`src/rtl/spcr_pkg.sv`:
```
package spcr_pkg;
  localparam int CMD_W   = 4;
  localparam int PAY_W   = 16;
  localparam int FRAME_W = CMD_W + PAY_W;
  localparam int PTR_W   = 22;
  localparam int PTR_STEP = 2;

  typedef enum logic [CMD_W-1:0] {
    CMD_CORE    = 4'b0000,
    CMD_WR      = 4'b1100,
    CMD_WR_INC  = 4'b1101,
    CMD_WR_PROG = 4'b1111
  } cmd_e;

  typedef enum logic [1:0] {
    HT_IDLE  = 2'd0,
    HT_PROG  = 2'd1,
    HT_DISCH = 2'd2
  } hold_st_e;
endpackage

```
`src/rtl/spcr_edge.sv`:
```
module spcr_edge #(
  parameter int STAGES = 2
) (
  input  logic clk,
  input  logic rst_n,
  input  logic sclk_i,
  input  logic sdata_i,
  output logic fall_o,
  output logic bit_o
);
  logic [STAGES-1:0] clk_sync_q, clk_sync_d;
  logic [STAGES-1:0] dat_sync_q, dat_sync_d;
  logic              clk_prev_q;

  always_comb begin
    clk_sync_d = {clk_sync_q[STAGES-2:0], sclk_i};
    dat_sync_d = {dat_sync_q[STAGES-2:0], sdata_i};
  end

  always_ff @(posedge clk or negedge rst_n) begin
    if (!rst_n) begin
      clk_sync_q <= '0;
      dat_sync_q <= '0;
      clk_prev_q <= 1'b0;
    end else begin
      clk_sync_q <= clk_sync_d;
      dat_sync_q <= dat_sync_d;
      clk_prev_q <= clk_sync_q[STAGES-1];
    end
  end

  assign fall_o = clk_prev_q & ~clk_sync_q[STAGES-1];
  assign bit_o  = dat_sync_q[STAGES-1];
endmodule

```
`src/rtl/spcr_framer.sv`:
```
module spcr_framer
  import spcr_pkg::*;
(
  input  logic             clk,
  input  logic             rst_n,
  input  logic             fall_i,
  input  logic             bit_i,
  input  logic             busy_i,
  output logic             frame_done_o,
  output logic [CMD_W-1:0] cmd_o,
  output logic [PAY_W-1:0] payload_o
);
  localparam int CNT_W = $clog2(FRAME_W);

  logic [FRAME_W-1:0] shreg_q, shreg_d;
  logic [CNT_W-1:0]   cnt_q, cnt_d;
  logic               done_q, done_d;
  logic               take;

  assign take = fall_i & ~busy_i;

  always_comb begin
    shreg_d = shreg_q;
    cnt_d   = cnt_q;
    done_d  = 1'b0;
    if (busy_i) begin
      cnt_d = '0;
    end else if (take) begin
      shreg_d = {bit_i, shreg_q[FRAME_W-1:1]};
      if (cnt_q == CNT_W'(FRAME_W - 1)) begin
        cnt_d  = '0;
        done_d = 1'b1;
      end else begin
        cnt_d = cnt_q + 1'b1;
      end
    end
  end

  always_ff @(posedge clk or negedge rst_n) begin
    if (!rst_n) begin
      shreg_q <= '0;
      cnt_q   <= '0;
      done_q  <= 1'b0;
    end else begin
      shreg_q <= shreg_d;
      cnt_q   <= cnt_d;
      done_q  <= done_d;
    end
  end

  assign frame_done_o = done_q;
  assign cmd_o        = shreg_q[CMD_W-1:0];
  assign payload_o    = shreg_q[FRAME_W-1:CMD_W];
endmodule

```
`src/rtl/spcr_decode.sv`:
```
module spcr_decode
  import spcr_pkg::*;
(
  input  logic             clk,
  input  logic             rst_n,
  input  logic             frame_done_i,
  input  logic [CMD_W-1:0] cmd_i,
  input  logic [PAY_W-1:0] payload_i,
  input  logic             core_ptr_ld,
  input  logic [PTR_W-1:0] core_ptr_val,
  output logic             instr_valid,
  output logic [PAY_W-1:0] instr_word,
  output logic             wr_en,
  output logic [PTR_W-1:0] wr_addr,
  output logic [PAY_W-1:0] wr_data,
  output logic [PTR_W-1:0] tbl_ptr,
  output logic             prog_start
);
  logic             iv_q, iv_d, we_q, we_d, ps_q, ps_d;
  logic [PAY_W-1:0] iw_q, iw_d, wd_q, wd_d;
  logic [PTR_W-1:0] wa_q, wa_d, ptr_q, ptr_d;
  logic             is_wr, is_inc;

  always_comb begin
    is_wr  = 1'b0;
    is_inc = 1'b0;
    iv_d   = 1'b0;
    ps_d   = 1'b0;
    if (frame_done_i) begin
      case (cmd_e'(cmd_i))
        CMD_CORE:    iv_d = 1'b1;
        CMD_WR:      is_wr = 1'b1;
        CMD_WR_INC:  begin is_wr = 1'b1; is_inc = 1'b1; end
        CMD_WR_PROG: begin is_wr = 1'b1; ps_d = 1'b1; end
        default:     ;
      endcase
    end
    we_d = is_wr;
    iw_d = iv_d  ? payload_i : iw_q;
    wd_d = is_wr ? payload_i : wd_q;
    wa_d = is_wr ? ptr_q     : wa_q;
    if (core_ptr_ld)  ptr_d = core_ptr_val;
    else if (is_inc)  ptr_d = ptr_q + PTR_W'(PTR_STEP);
    else              ptr_d = ptr_q;
  end

  always_ff @(posedge clk or negedge rst_n) begin
    if (!rst_n) begin
      iv_q  <= 1'b0;
      we_q  <= 1'b0;
      ps_q  <= 1'b0;
      iw_q  <= '0;
      wd_q  <= '0;
      wa_q  <= '0;
      ptr_q <= '0;
    end else begin
      iv_q  <= iv_d;
      we_q  <= we_d;
      ps_q  <= ps_d;
      iw_q  <= iw_d;
      wd_q  <= wd_d;
      wa_q  <= wa_d;
      ptr_q <= ptr_d;
    end
  end

  assign instr_valid = iv_q;
  assign instr_word  = iw_q;
  assign wr_en       = we_q;
  assign wr_addr     = wa_q;
  assign wr_data     = wd_q;
  assign tbl_ptr     = ptr_q;
  assign prog_start  = ps_q;
endmodule

```
`src/rtl/spcr_hold.sv`:
```
module spcr_hold
  import spcr_pkg::*;
#(
  parameter int PROG_CYCLES  = 40,
  parameter int DISCH_CYCLES = 12
) (
  input  logic clk,
  input  logic rst_n,
  input  logic start_i,
  output logic prog_hold,
  output logic discharge
);
  localparam int MAXC  = (PROG_CYCLES > DISCH_CYCLES) ? PROG_CYCLES : DISCH_CYCLES;
  localparam int CNT_W = $clog2(MAXC + 1);

  hold_st_e         st_q, st_d;
  logic [CNT_W-1:0] cnt_q, cnt_d;

  always_comb begin
    st_d  = st_q;
    cnt_d = cnt_q;
    case (st_q)
      HT_IDLE: if (start_i) begin
        st_d  = HT_PROG;
        cnt_d = CNT_W'(PROG_CYCLES - 1);
      end
      HT_PROG: if (cnt_q == '0) begin
        st_d  = HT_DISCH;
        cnt_d = CNT_W'(DISCH_CYCLES - 1);
      end else begin
        cnt_d = cnt_q - 1'b1;
      end
      HT_DISCH: if (cnt_q == '0) begin
        st_d = HT_IDLE;
      end else begin
        cnt_d = cnt_q - 1'b1;
      end
      default: st_d = HT_IDLE;
    endcase
  end

  always_ff @(posedge clk or negedge rst_n) begin
    if (!rst_n) begin
      st_q  <= HT_IDLE;
      cnt_q <= '0;
    end else begin
      st_q  <= st_d;
      cnt_q <= cnt_d;
    end
  end

  assign prog_hold = (st_q == HT_PROG);
  assign discharge = (st_q == HT_DISCH);
endmodule

```
`src/rtl/spcr_top.sv`:
```
module spcr_top
  import spcr_pkg::*;
#(
  parameter int SYNC_STAGES  = 2,
  parameter int PROG_CYCLES  = 40,
  parameter int DISCH_CYCLES = 12
) (
  input  logic             clk,
  input  logic             rst_n,
  input  logic             sclk_i,
  input  logic             sdata_i,
  input  logic             core_ptr_ld,
  input  logic [PTR_W-1:0] core_ptr_val,
  output logic             instr_valid,
  output logic [PAY_W-1:0] instr_word,
  output logic             wr_en,
  output logic [PTR_W-1:0] wr_addr,
  output logic [PAY_W-1:0] wr_data,
  output logic [PTR_W-1:0] tbl_ptr,
  output logic             prog_start,
  output logic             prog_hold,
  output logic             discharge
);
  logic             fall, sbit, busy, frame_done;
  logic [CMD_W-1:0] frm_cmd;
  logic [PAY_W-1:0] frm_pay;

  assign busy = prog_start | prog_hold | discharge;

  spcr_edge #(.STAGES(SYNC_STAGES)) u_edge (
    .clk(clk), .rst_n(rst_n), .sclk_i(sclk_i), .sdata_i(sdata_i),
    .fall_o(fall), .bit_o(sbit)
  );

  spcr_framer u_framer (
    .clk(clk), .rst_n(rst_n), .fall_i(fall), .bit_i(sbit), .busy_i(busy),
    .frame_done_o(frame_done), .cmd_o(frm_cmd), .payload_o(frm_pay)
  );

  spcr_decode u_decode (
    .clk(clk), .rst_n(rst_n), .frame_done_i(frame_done), .cmd_i(frm_cmd),
    .payload_i(frm_pay), .core_ptr_ld(core_ptr_ld), .core_ptr_val(core_ptr_val),
    .instr_valid(instr_valid), .instr_word(instr_word), .wr_en(wr_en),
    .wr_addr(wr_addr), .wr_data(wr_data), .tbl_ptr(tbl_ptr),
    .prog_start(prog_start)
  );

  spcr_hold #(.PROG_CYCLES(PROG_CYCLES), .DISCH_CYCLES(DISCH_CYCLES)) u_hold (
    .clk(clk), .rst_n(rst_n), .start_i(prog_start),
    .prog_hold(prog_hold), .discharge(discharge)
  );
endmodule

```
`config.mk`:
```
export PLATFORM = sky130hd
export DESIGN_NAME = spcr_top
export DESIGN_NICKNAME = d
export VERILOG_FILES = /design/src/rtl/spcr_pkg.sv /design/src/rtl/spcr_edge.sv /design/src/rtl/spcr_framer.sv /design/src/rtl/spcr_decode.sv /design/src/rtl/spcr_hold.sv /design/src/rtl/spcr_top.sv
export SDC_FILE = /design/constraint.sdc
export NUM_CORES = 1
export LEC_CHECK = 0
export ABC_AREA = 0
export ABC_CLOCK_PERIOD_IN_PS = 3850
export BUFFER_PORTS_ARGS = -buffer_cell sky130_fd_sc_hd__buf_2
export CORE_MARGIN = 1
export CORE_UTILIZATION = 50
export CTS_CLUSTER_SIZE = 25
export DETAILED_ROUTE_END_ITERATION = 10
export PLACE_DENSITY_LB_ADDON = 0.12
export SLEW_MARGIN = 20
export SYNTH_ARGS = -nofsm -noshare
export SYNTH_HDL_FRONTEND = slang
export SYNTH_SLANG_ARGS = --single-unit
```
`constraint.sdc`:
```
create_clock -name clk -period 3.85 [get_ports clk]
set_input_delay 0.5775 -clock clk [delete_from_list [all_inputs] [get_ports clk]]
set_output_delay 0.5775 -clock clk [all_outputs]
set_load 0.02 [all_outputs]
```
==> impl_metrics.csv <==
group,metric,value,unit
sta,skew,0.0193,ns
clock_network,cts_num_sinks,118,
critical_path,crit_slowest_cell,"nand2b_1",
grt,antenna_found_initial,0,
routing,drc,0,
die,die_w,104,um
synth,ys_ff_latch,118,
cells_and_area,nets,561,
routing,via_per_inst,5.38,
synth,synth_fp_nets,448,
cells_and_area,diodes,0,
synth,synth_cell_types,53,
clock_network,clk_latency,0.52,ns
grt,grt_max_degree,69,
die,core,9860,sq um
place,gp_congestion,0.808,
clock_network,clk_pin_slew_worst_paths,0.06,ns
clock_network,cts_setup_buffers,0,
die,io_pins,108,
critical_path,arrival,2.90,ns
place,placedInstanceArea,5830,sq um
sta,final-hold-violation-count,0,
critical_path,crit_family,"simple AND/OR/NAND/NOR gates",
synth,async_flop_share,100,%
place,io_buffers,107,
critical_path,worst-path-buf-inv,1,
power_and_ir_drop,peakVddDrop,0.000356,V
cells_and_area,most-common-layout-cells,"118 x dfrtp_1, 106 x buf_2, 75 x mux2_2",
routing,wire_per_inst,15.7,um
critical_path,crit_path_end_kind,"flop",
flow_run,cap_viol_max_count,0,
critical_path,cp-start-kind,"flop",
die,initial_core_util,52.2,%
sta,maxSlewHeadroom,32.9,%
place,dp_cells,639,
critical_path,crit_type,"flop to flop",
hold_path,hp-class,"input pin to asynchronous set/reset pin",
clock_network,cts_buffers,17,
sta,post-route-period-util,64.9,%
critical_path,max_stage_delay,0.64,ns
synth,avgSynthCellArea,12.5,sq um
clock_network,cts_resized,0,
sta,whs,0.0866,ns
critical_path,cp.required,4.25,ns
sta,rsz0062_at_grt,"no",
cells_and_area,area_growth,24.1,%
sta,tightest_slew,1.01,ns
routing,dr_total_vias,3610,
clock_network,cts_tree,"done",
sta,setup_viol,0,
cells_and_area,final_core_util,64.8,%
cells_and_area,postLayoutCellArea,6390,sq um
critical_path,crit_chain,"inv_1, ha_1, or3_1, nand2b_1, mux2_2",
routing,drt_wl_total,10500,um
grt,grt_pass1_vias,3639,
synth,synth_edf_count,0,
grt,grt-ovfl-total,0,
synth,syn_inst,412,
die,row_count,36,
cells_and_area,layout_commonest_cell,"dfrtp_1",
power_and_ir_drop,p_leak,3.21,nW
clock_network,clockBufferDepth,2,
synth,syn-cell-area,5150,sq um
clock_network,cts_hold_buf,0,
sta,drv_slew,0,
routing,dr.pass1.iters,4,
sta,period_needed,2.50,ns
cells_and_area,drive_above_1_share,41.8,%
cells_and_area,final_cells,671,
power_and_ir_drop,power.density_cell_area,529,nW/um^2
grt,grt_pass1_wl,18000,um
synth,ys_seq_area_share,57.3,%
sta,fin_tns_setup,0,ns
sta,fmax,0.400,GHz
place,dp_hpwl,7030,um
grt,grtUsageTotal,21.2,%
clock_network,cts_root_buffer,"clkbuf_8",
outcome,status,"completed",
synth,ys.flop_type,"dfrtp_1",
routing,ant_nets,0,
synth,ys_warn_count,0,
die,dieHeight,104,um
clock_network,cts.htree.levels,4,
die,dieArea,10700,sq um
routing,drt-initial-drc-count,153,
critical_path,cp_max_fo,22,
layer usage:
layer	track usage (%)	up-vias	part of all wire (%)
met1	27.5	1780	45
met5	0	-	0
met4	7.04	0	0.66
met2	34.1	98	48
li1	-	1726	-
met3	6.54	6	5.8
cells in the mapped netlist, types with 4 or more instances:
| cell | n | area [sq um] |
|---|---|---|
| nand3b_1 | 4 | 30.0 |
| o21ai_0 | 19 | 95.1 |
| nand2b_1 | 5 | 31.3 |
| clkbuf_1 | 10 | 37.5 |
| nand4_1 | 10 | 62.6 |
| ha_1 | 9 | 113 |
| and3_1 | 4 | 25.0 |
| a31oi_1 | 4 | 25.0 |
| dfrtp_1 | 118 | 2950 |
| nor3_1 | 5 | 25.0 |
| mux2_2 | 75 | 845 |
| nand2_1 | 27 | 101 |
| xnor2_1 | 7 | 61.3 |
| nor2b_1 | 6 | 37.5 |
| nor2_1 | 22 | 82.6 |
| nand3_1 | 10 | 50.1 |
| a21oi_1 | 11 | 55.1 |
| nor4_1 | 4 | 25.0 |
| inv_1 | 11 | 41.3 |
final timing paths:
check,from,to,slack (ns),cells after the start
max in group asynchronous,rst_n,u_framer.shreg_q[5]$_DFFE_PN0P_,2.97,2
hold reg to reg,u_edge.clk_sync_q[0]$_DFF_PN0_,u_edge.clk_sync_q[1]$_DFF_PN0_,0.35,0
setup / recovery,u_hold.st_q[0]$_DFFE_PN0P_,u_framer.shreg_q[7]$_DFFE_PN0P_,1.35,5
setup reg to reg,u_hold.st_q[0]$_DFFE_PN0P_,u_framer.shreg_q[7]$_DFFE_PN0P_,1.35,5
min in group clk,sdata_i,u_edge.dat_sync_q[0]$_DFF_PN0_,0.16,1
hold / removal,rst_n,u_decode.wr_addr[4]$_DFFE_PN0P_,0.09,1
metrics by stage:
| step | setup WS, ns | total power, mW |
|---|---|---|
| after floorplan | 1.72 | 1.77 |
| after global placement | 1.47 | 1.92 |
| after detailed placement | 1.38 | 1.94 |
| after CTS | 1.36 | 3.42 |
| after global routing | 1.18 | 3.54 |
| final | 1.35 | 3.38 |
cell families after synthesis:
logic type	share of synthesized area, %
DFF	57.3
and+or+nand+nor	12.8
muxes	16.6
AOI/OAI and AO/OA	7.36
buffers and inverters	2.04
xor gates and xnor gates	1.70
adders and majority gates	2.19
worst register-to-register path, stage by stage, from the launching register on:
cell,delay [ns]
dfrtp_1,0.40
inv_1,0.10
ha_1,0.27
or3_1,0.46
nand2b_1,0.64
mux2_2,0.51
sequential cells by signal, indices dropped and copies added (netlist names):
register	flops
u_hold.cnt_q	6
u_framer.cnt_q	5
u_decode.wr_addr	22
u_hold.st_q	2
u_decode.wr_en	1
u_decode.instr_word	16
u_decode.instr_valid	1
u_decode.wr_data	16
u_framer.shreg_q	20
u_edge.clk_prev_q	1
u_decode.tbl_ptr	22
u_edge.clk_sync_q	2
u_decode.prog_start	1
u_edge.dat_sync_q	2
u_framer.frame_done_o	1
final cells by class:
class | count | area, sq um
Timing Repair Buffer | 109 | 566
Fill cell | 780 | 3470
Tap cell | 133 | 166
Multi-Input combinational cell | 268 | 2100
Clock buffer | 19 | 442
Inverter | 11 | 41.3
Clock inverter | 13 | 123
Sequential cell | 118 | 2950
where the power goes:
group	total, mW	switching, mW	internal, mW	leakage (nW)
combinational	0.388	0.205	0.183	1.38
sequential	1.53	0.143	1.39	1.56
clock	1.47	0.572	0.895	0.268
No activity file was read; power rests on OpenSTA's default activity.
